$ cat src/rtl/wait_align_pkg.sv
package wait_align_pkg;
  localparam int E_DIV   = 10;
  localparam int E_W     = 4;
  localparam int SLOT_W  = 2;
  localparam int DSUM_W  = 5;

  typedef struct packed {
    logic [E_W-1:0]    e;
    logic [SLOT_W-1:0] rd;
    logic [SLOT_W-1:0] wr;
  } delay_set_t;

  // distance to the next four-cycle boundary
  function automatic logic [SLOT_W-1:0] slot_gap(input logic [SLOT_W-1:0] pos);
    return SLOT_W'(~pos + 1'b1);
  endfunction
endpackage

$ cat src/rtl/e_phase_track.sv
module e_phase_track
  import wait_align_pkg::*;
#(
  parameter int ADV_W = 10
) (
  input  logic             clk,
  input  logic             rst,
  input  logic [ADV_W-1:0] adv,
  output logic [E_W-1:0]   gap
);
  localparam int RW = ADV_W + 4;

  logic [E_W-1:0] phase;
  logic [ADV_W-1:0] rem;
  logic [E_W:0] sum;
  logic [E_W-1:0] phase_nx;

  // reduce the advance modulo ten by restoring subtraction
  always_comb begin
    rem = adv;
    for (int i = ADV_W - 4; i >= 0; i--) begin
      if (RW'(rem) >= (RW'(E_DIV) << i))
        rem = rem - ADV_W'(RW'(E_DIV) << i);
    end
    sum = {1'b0, phase} + rem[E_W:0];
    if (sum >= (E_W+1)'(E_DIV))
      phase_nx = E_W'(sum - (E_W+1)'(E_DIV));
    else
      phase_nx = sum[E_W-1:0];
  end

  always_ff @(posedge clk) begin
    if (rst) phase <= '0;
    else     phase <= phase_nx;
  end

  assign gap = (phase == '0) ? '0 : E_W'(E_DIV) - phase;
endmodule

$ cat src/rtl/slot_align.sv
module slot_align
  import wait_align_pkg::*;
(
  input  logic [SLOT_W-1:0] cnt_lo,
  input  logic              rd_req,
  input  logic              wr_req,
  output logic [SLOT_W-1:0] rd_gap,
  output logic [SLOT_W-1:0] wr_gap
);
  logic [SLOT_W-1:0] wr_pos;

  always_comb begin
    rd_gap = rd_req ? slot_gap(cnt_lo) : '0;
    wr_pos = cnt_lo + rd_gap;
    wr_gap = wr_req ? slot_gap(wr_pos) : '0;
  end
endmodule

$ cat src/rtl/wait_accum.sv
module wait_accum
  import wait_align_pkg::*;
#(
  parameter int ACC_W = 8
) (
  input  logic              clk,
  input  logic              rst,
  input  logic [DSUM_W-1:0] dsum,
  input  logic              precise,
  input  logic              instr_end,
  output logic [ACC_W-1:0]  rel_now,
  output logic [ACC_W-1:0]  acc_q,
  output logic [ACC_W-1:0]  rel_q
);
  logic [ACC_W:0]   pend;
  logic [ACC_W-1:0] pend_sat;

  always_comb begin
    pend     = {1'b0, acc_q} + (precise ? '0 : (ACC_W+1)'(dsum));
    pend_sat = pend[ACC_W] ? '1 : pend[ACC_W-1:0];
    rel_now  = instr_end ? pend_sat : '0;
  end

  always_ff @(posedge clk) begin
    if (rst) begin
      acc_q <= '0;
      rel_q <= '0;
    end else begin
      acc_q <= instr_end ? '0 : pend_sat;
      rel_q <= rel_now;
    end
  end
endmodule

$ cat src/rtl/wait_align_unit.sv
module wait_align_unit
  import wait_align_pkg::*;
#(
  parameter int CNT_W  = 32,
  parameter int STEP_W = 4,
  parameter int ACC_W  = 8
) (
  input  logic              clk,
  input  logic              rst,
  input  logic [STEP_W-1:0] cyc_step,
  input  logic              e_sync_req,
  input  logic              rd_slot_req,
  input  logic              wr_slot_req,
  input  logic              precise,
  input  logic              instr_end,
  output logic [3:0]        e_dly,
  output logic [1:0]        rd_dly,
  output logic [1:0]        wr_dly,
  output logic [ACC_W-1:0]  wait_acc,
  output logic [ACC_W-1:0]  wait_rel,
  output logic [CNT_W-1:0]  cyc_cnt
);
  localparam int WIDE  = (ACC_W > STEP_W) ? ACC_W : STEP_W;
  localparam int ADV_W = WIDE + 2;

  logic [E_W-1:0]    e_gap;
  delay_set_t        now_d;
  logic [DSUM_W-1:0] dsum;
  logic [ACC_W-1:0]  rel_now;
  logic [ADV_W-1:0]  adv;

  e_phase_track #(.ADV_W(ADV_W)) u_phase (
    .clk (clk),
    .rst (rst),
    .adv (adv),
    .gap (e_gap)
  );

  slot_align u_slot (
    .cnt_lo (cyc_cnt[1:0]),
    .rd_req (rd_slot_req),
    .wr_req (wr_slot_req),
    .rd_gap (now_d.rd),
    .wr_gap (now_d.wr)
  );

  wait_accum #(.ACC_W(ACC_W)) u_acc (
    .clk       (clk),
    .rst       (rst),
    .dsum      (dsum),
    .precise   (precise),
    .instr_end (instr_end),
    .rel_now   (rel_now),
    .acc_q     (wait_acc),
    .rel_q     (wait_rel)
  );

  always_comb begin
    now_d.e = e_sync_req ? e_gap : '0;
    dsum    = DSUM_W'(now_d.e) + DSUM_W'(now_d.rd) + DSUM_W'(now_d.wr);
    adv     = ADV_W'(cyc_step) + (precise ? ADV_W'(dsum) : '0) + ADV_W'(rel_now);
  end

  always_ff @(posedge clk) begin
    if (rst) begin
      cyc_cnt <= '0;
      e_dly   <= '0;
      rd_dly  <= '0;
      wr_dly  <= '0;
    end else begin
      cyc_cnt <= cyc_cnt + CNT_W'(adv);
      e_dly   <= now_d.e;
      rd_dly  <= now_d.rd;
      wr_dly  <= now_d.wr;
    end
  end
endmodule

$ cat config.mk
export PLATFORM = sky130hd
export DESIGN_NAME = wait_align_unit
export DESIGN_NICKNAME = d
export VERILOG_FILES = /design/src/rtl/wait_align_pkg.sv /design/src/rtl/e_phase_track.sv /design/src/rtl/slot_align.sv /design/src/rtl/wait_accum.sv /design/src/rtl/wait_align_unit.sv
export SDC_FILE = /design/constraint.sdc
export NUM_CORES = 1
export LEC_CHECK = 0
export CAP_MARGIN = 20
export CORE_MARGIN = 1
export CORE_UTILIZATION = 30
export DETAILED_ROUTE_END_ITERATION = 10
export GPL_TIMING_DRIVEN = 0
export PLACE_DENSITY = 0.6
export SLEW_MARGIN = 30
export SYNTH_ARGS = -nofsm -noshare
export SYNTH_HDL_FRONTEND = slang
export SYNTH_SLANG_ARGS = --single-unit
$ cat constraint.sdc
create_clock -name clk -period 19.4 [get_ports clk]
set_input_delay 3.88 -clock clk [delete_from_list [all_inputs] [get_ports clk]]
set_output_delay 3.88 -clock clk [all_outputs]
set_load 0.02 [all_outputs]
==> results of run 1 <==
==> cell usage in the layout (no fill, tap or decap), types with 3 or more instances in the layout <==
cell type,count
nor2b_1,12
ha_1,34
xor2_1,20
dfxtp_1,60
fa_1,11
and2_1,5
inv_1,30
nand3_1,12
nand2b_1,8
nand2_1,42
a21oi_1,31
clkbuf_1,6
o211ai_2,4
clkbuf_16,9
clkdlybuf4s50_1,66
nand3b_1,3
o21ai_0,15
buf_6,4
nor3b_1,3
a21o_1,5
nor2_1,87
or3_1,8
nand4_1,7
and3_1,11
o21bai_1,7
o2bb2ai_1,3
nor3_1,14
xnor2_1,16
==> stage by stage <==
step	power, W	utilization (%)	std cells	setup WS, ns	hold WS [ns]
after global placement	0.000897	37.0	786	4.14	0.482
after CTS	0.00109	39.1	802	4.25	0.502
final	0.00108	39.1	802	4.18	0.498
after detailed placement	0.000923	37.0	786	3.93	0.494
after global routing	0.00120	39.1	802	3.15	0.514
after floorplan	0.000772	-	536	5.86	0.497
==> cell type report <==
cell class              instances  share of cell area (%)
clock inverters                 4                   0.856
plain buffers                  11                    1.34
inverters                      33                    2.17
clock buffers                  12                    4.32
flip-flops and latches         60                    21.1
well taps                     184                    4.04
multi-input cells             432                    54.6
repair buffers                 66                    11.6
==> power by group <==
part	switching, W	total, W	internal (W)
Combinational	0.000437	0.000768	0.000331
Clock	0.0000563	0.000159	0.000103
Sequential	0.0000115	0.000153	0.000142
Total	0.000505	0.00108	0.000576
==> metal layers <==
metal	global-route usage, %	wire length [um]	vias up	share of wire, %
met5	0	0	-	0
met4	6.87	311	0	2.9
met3	2.96	399	22	3.7
met2	23.8	5120	82	47
met1	17.5	5030	1940	46
li1	-	-	2028	-
==> flip-flops by register name, summed over array words and instances, names as in the netlist <==
signal and count:
wr_dly 2, u_phase.phase 4, u_acc.acc_q 8, rd_dly 2
e_dly 4, u_acc.rel_q 8, cyc_cnt 32
==> worst max path at each step <==
stage	end	slack (ns)	cells after the start
2_1_floorplan	u_phase.phase[1]	5.86	52
6_report	u_phase.phase[1]	4.18	53
5_1_grt	u_phase.phase[2]	3.15	52
3_3_place_gp	u_phase.phase[1]	4.14	52
4_1_cts	u_phase.phase[1]	4.25	52
3_5_place_dp	u_phase.phase[1]	3.93	52
==> cells by family (layout without fill, tap and decap cells) <==
group | after synthesis | in the layout | share of synthesized area (%)
compound gates | 114 | 114 | 20.7
xor+xnor | 39 | 39 | 8.07
fa+ha+maj | 45 | 45 | 14.3
buf+inv | 44 | 126 | 4.44
flops | 60 | 60 | 26.6
mux | 2 | 2 | 0.444
simple gates | 232 | 232 | 25.4
==> critical path, delay by kind of cell <==
family,cells,cell delay (ns)
adders and majority gates,12,4.09
AOI/OAI and AO/OA,15,3.08
and+or+nand+nor,14,2.22
buffers and inverters,8,1.28
xor gates and xnor gates,4,0.91
==> flow_metrics.py, run 1 <==
metrics = {
    "cts": {
        "clk_pin_slew_ns": 0.05,
        "cts_tree": "done",
        "clock_sinks": 60,
        "cts.path.max_buffers": 2,
        "htree_levels": 3,
        "cts_made_buffers": 9,
        "clk_latency_ns": 0.33,
        "cts-root-buf": "clkbuf_16",
        "post_cts_resize_count": 0,
        "cts_setup_buffers": 0,
        "hold_buffers": 0,
    },
    "route": {
        "ant_nets": 0,
        "drtPass1Iterations": 6,
        "drtIter0Drc": 201,
        "avgRoutedWirePerCell_um": 13.5,
        "routed_wl_um": 10900,
        "vias": 4072,
        "via_per_inst": 5.08,
        "drc": 0,
    },
    "synth": {
        "synth_most_common_cell": "nor2_1",
        "ys_warn_count": 0,
        "yosysUniqueCellTypes": 89,
        "synth_top_area_share_pct": 26.6,
        "synth_seq_cells": 60,
        "avgSynthCellArea_um2": 8.42,
        "syn-instance-count": 536,
        "synth_nets": 592,
        "synth-edff-count": 0,
        "synthArstFlopShare_pct": 0,
        "synth.area.top_cells": "dfxtp_1, ha_1, nor2_1",
        "syn-cell-area_um2": 4510,
        "synth_common_cells": "nor2_1, dfxtp_1, nand2_1",
        "synth_area_leader_cell": "dfxtp_1",
        "yosysSeqAreaShare_pct": 26.6,
        "synth_flop_cell": "dfxtp_1",
    },
    "worst_setup_path": {
        "crit_path_start": "rd_slot_req",
        "end_kind": "register",
        "cp_slowest_stage_delay_ns": 0.56,
        "reg2reg_from": "u_phase.phase[0]",
        "cp_max_fo": 10,
        "crit_required_ns": 19.62,
        "cpMostUsedCell": "ha_1",
        "r2r-end": "u_phase.phase[1]",
        "slowest_stage": "clkdlybuf4s50_1",
        "worstPathArrival_ns": 15.44,
        "rr_worst_depth": 57,
        "critPathLaunchType": "input port",
        "critical_path_class": "in2reg",
        "rrSetupSlack_ns": 7.54,
    },
    "sta": {
        "final-max-slew-violation-count": 0,
        "setup_tns_ns": 0,
        "finalSetupViolations": 0,
        "slew_headroom_pct": 62.2,
        "fin_skew_ns": 0.00758,
        "hold_viol": 0,
        "worst_pin_slew_ns": 0.563,
        "rsz0062_at_grt": "no",
        "post-route-period-util_pct": 78.4,
        "fin_crit_ns": 15.22,
        "fmax_ghz": 0.0657,
    },
    "die": {
        "initial_utilization_pct": 30.9,
        "die_y_um": 125,
        "die_w_um": 125,
        "dieArea_um2": 15500,
        "core_um2": 14600,
        "io-pin-count": 67,
        "rows": 44,
    },
    "worst_hold_path": {
        "holdPathStages": 2,
        "hp-start": "cyc_cnt[21]",
        "holdPathEnd": "cyc_cnt[21]",
        "hold_class": "reg2reg",
    },
    "cells_and_area": {
        "fillers": 1432,
        "multi_input_area_um2": 3110,
        "layout-drive-gt1-share_pct": 10.4,
        "syn_to_final_growth_pct": 26.3,
        "nets": 669,
        "final_area_um2": 5700,
        "n_antenna_cell": 0,
        "regArea_um2": 1200,
    },
    "place": {
        "postPlaceCellArea_um2": 5400,
        "io_buffers": 66,
        "hpwl_um": 8560,
        "gp_congestion": 0.837,
    },
    "global_route": {
        "antenna_found_initial": 0,
        "grt_pass1_vias": 3888,
        "gr-total-overflow": 0,
        "grt_max_degree": 11,
        "grt_pass1_wl_um": 18200,
        "track_usage_pct": 14.3,
    },
    "pwr": {
        "leakagePower_nw": 2.33,
        "power.density_cell_area_nw_per_um2": 190,
        "peakVddDrop_mv": 0.134,
    },
    "run_status": {
        "status": "finished, final reports clean",
    },
    "flow_run": {
        "drv_cap": 0,
    },
}
(Power assumes the default switching activity.)
==> run 2: changes to the inputs <==
PLACE_DENSITY = 0.62   (was 0.6)
clock period = 12.4 ns   (was 19.4 ns; I/O delays follow)
==> run 2 against run 1 <==
First-iteration DRC count grew 16%. Flip-flop and latch count is the same. Critical path depth increased by 2. Hold slack improved by 0.0031 ns. Global-route usage is 0.54 points higher. Clock skew increased by 0.0020 ns. Sequential power grew 57%. Wire length is 5.1% higher. Utilization up 3.8 points. Cell count rose by 3.7%. Critical endpoint unchanged. Cell area is 9.8% higher. Clock-buffer cell count is 2 lower.
==> flow_metrics.py, run 2 (synthesized netlist as in run 1, its figures left out) <==
metrics = {
    "route": {
        "via_per_inst": 5.03,
        "drc": 0,
        "routed_wl_um": 11400,
        "drtIter0Drc": 234,
        "ant_nets": 0,
        "avgRoutedWirePerCell_um": 13.7,
        "drtPass1Iterations": 4,
        "vias": 4182,
    },
    "cts": {
        "htree_levels": 3,
        "clk_latency_ns": 0.33,
        "cts.path.max_buffers": 2,
        "hold_buffers": 0,
        "clock_sinks": 60,
        "clk_pin_slew_ns": 0.06,
        "cts-root-buf": "clkbuf_16",
        "cts_tree": "done",
        "cts_made_buffers": 9,
    },
    "worst_setup_path": {
        "end_kind": "register",
        "crit_required_ns": 12.62,
        "cp_max_fo": 6,
        "critical_path_class": "in2reg",
        "slowest_stage": "fa_1",
        "cpLargestDelayFamily": "adder cells",
        "reg2reg_from": "cyc_cnt[1]",
        "rrSetupSlack_ns": 2.07,
        "cp_num_buf_inv": 8,
        "critPathLaunchType": "input port",
        "rr_worst_depth": 55,
        "cpMostUsedCell": "nor2_1",
        "r2r-end": "u_phase.phase[1]",
        "cp_slowest_stage_delay_ns": 0.55,
        "worstPathArrival_ns": 12.14,
    },
    "cells_and_area": {
        "layout-drive-gt1-share_pct": 21.5,
        "syn_to_final_growth_pct": 38.7,
        "layout_common_cells": "nor2_1, clkdlybuf4s50_1, dfxtp_1",
        "n_antenna_cell": 0,
        "nets": 699,
        "instances_no_fill": 832,
        "fin_util_pct": 42.9,
        "largest_reg_flops": 32,
        "reg_top3": "cyc_cnt: 32 flops, u_acc.acc_q: 8 flops, u_acc.rel_q: 8 flops",
        "regMostFlops": "cyc_cnt",
        "layout_commonest_cell": "nor2_1",
    },
    "worst_hold_path": {
        "hold_class": "reg2reg",
        "holdPathEnd": "cyc_cnt[19]",
        "hp-start": "cyc_cnt[19]",
        "holdPathStages": 2,
    },
    "die": {
        "core_um2": 14600,
        "die_y_um": 125,
        "rows": 44,
        "die_w_um": 125,
        "dieArea_um2": 15500,
        "io-pin-count": 67,
        "initial_utilization_pct": 30.9,
    },
    "sta": {
        "fin_crit_ns": 11.92,
        "fin_skew_ns": 0.00958,
        "final-max-slew-violation-count": 0,
        "finalSetupViolations": 0,
        "slew_headroom_pct": 57.6,
        "post-route-period-util_pct": 96.1,
        "hold_viol": 0,
        "fmax_ghz": 0.0839,
        "worst_pin_slew_ns": 0.632,
    },
    "global_route": {
        "gr-total-overflow": 0,
        "grt_max_degree": 12,
        "grt_pass1_vias": 4037,
        "grt_pass1_wl_um": 19100,
        "track_usage_pct": 14.8,
        "antenna_found_initial": 0,
    },
    "pwr": {
        "leakagePower_nw": 2.57,
        "power_w": 0.00199,
        "power.density_cell_area_nw_per_um2": 318,
        "peakVddDrop_mv": 0.225,
    },
    "flow_run": {
        "drv_cap": 0,
    },
    "place": {
        "io_buffers": 66,
        "dp_cells": 786,
        "hpwl_um": 8380,
        "gp_congestion": 0.856,
    },
    "run_status": {
        "status": "finished, final reports clean",
    },
}
## run 2: cell count changes in the layout (fill, tap and decap cells not counted), sizes merged
cell / delta
bufinv: +1
clkbuf: -2
inv: +1
clkinvlp: +1
clkdlybuf4s50: -3
dlymetal6s2s: +2
clkinv: -1
buf: +31
## run 2: layout make-up
class                           instances  area, um^2
Inverter                               33         124
Clock buffer                           10         239
Tap cell                              184         230
Sequential cell                        60        1200
Multi-Input combinational cell        432        3390
Clock inverter                          6        86.3
Buffer                                 11        82.6
Fill cell                            1381        8330
Timing Repair Buffer                   96         911
## run 2: metrics by stage
stage / TNS, ns / hold slack (ns) / setup slack [ns] / area (um^2)
after detailed placement: -4.77 / 0.498 / -1.68 / 5400
after CTS: 0 / 0.505 / 0.0181 / 5930
after global routing: -0.0740 / 0.542 / -0.0740 / 6260
after floorplan: 0 / 0.497 / 0.264 / 4510
final: 0 / 0.501 / 0.479 / 6260
after global placement: -4.05 / 0.479 / -1.42 / 5400
## run 2: worst max-delay path by stage
| stage | from | end | slack (ns) | cells after the start |
|---|---|---|---|---|
| 2_1_floorplan | wr_slot_req | u_phase.phase[1] | 0.26 | 52 |
| 4_1_cts | wr_slot_req | u_phase.phase[1] | 0.02 | 55 |
| 5_1_grt | rd_slot_req | u_phase.phase[1] | -0.07 | 55 |
| 3_5_place_dp | rd_slot_req | u_phase.phase[1] | -1.68 | 53 |
| 6_report | rd_slot_req | u_phase.phase[1] | 0.48 | 55 |
| 3_3_place_gp | rd_slot_req | u_phase.phase[1] | -1.42 | 53 |
## run 2: repair_timing
item,4_1_cts,5_1_grt
resized for setup,32,37
pin swaps,17,31
endpoints found under the setup margin,3,3
buffers inserted,11,19
hold endpoints to repair,0,0
## run 2: metal layers
metal,vias up,global-route usage (%),share of wire [%]
met5,-,0,0
met4,0,5.17,2.0
met3,16,3.09,3.5
met2,80,25.3,48
met1,1990,18.4,46
li1,2096,-,-
## run 2: report_power, final
| group | leakage [nW] | switching (W) | total (W) | internal (W) |
|---|---|---|---|---|
| logic | 1.92 | 0.000788 | 0.00148 | 0.000690 |
| registers | 0.487 | 0.0000180 | 0.000240 | 0.000222 |
| clock network | 0.159 | 0.0000908 | 0.000272 | 0.000181 |
| total | 2.57 | 0.000896 | 0.00199 | 0.00109 |
## run 2: tightest hold or removal path, cell delays in order (launching register included)
cell and delay, ns:
dfxtp_1 0.32, o21ai_0 0.07, a21oi_1 0.06
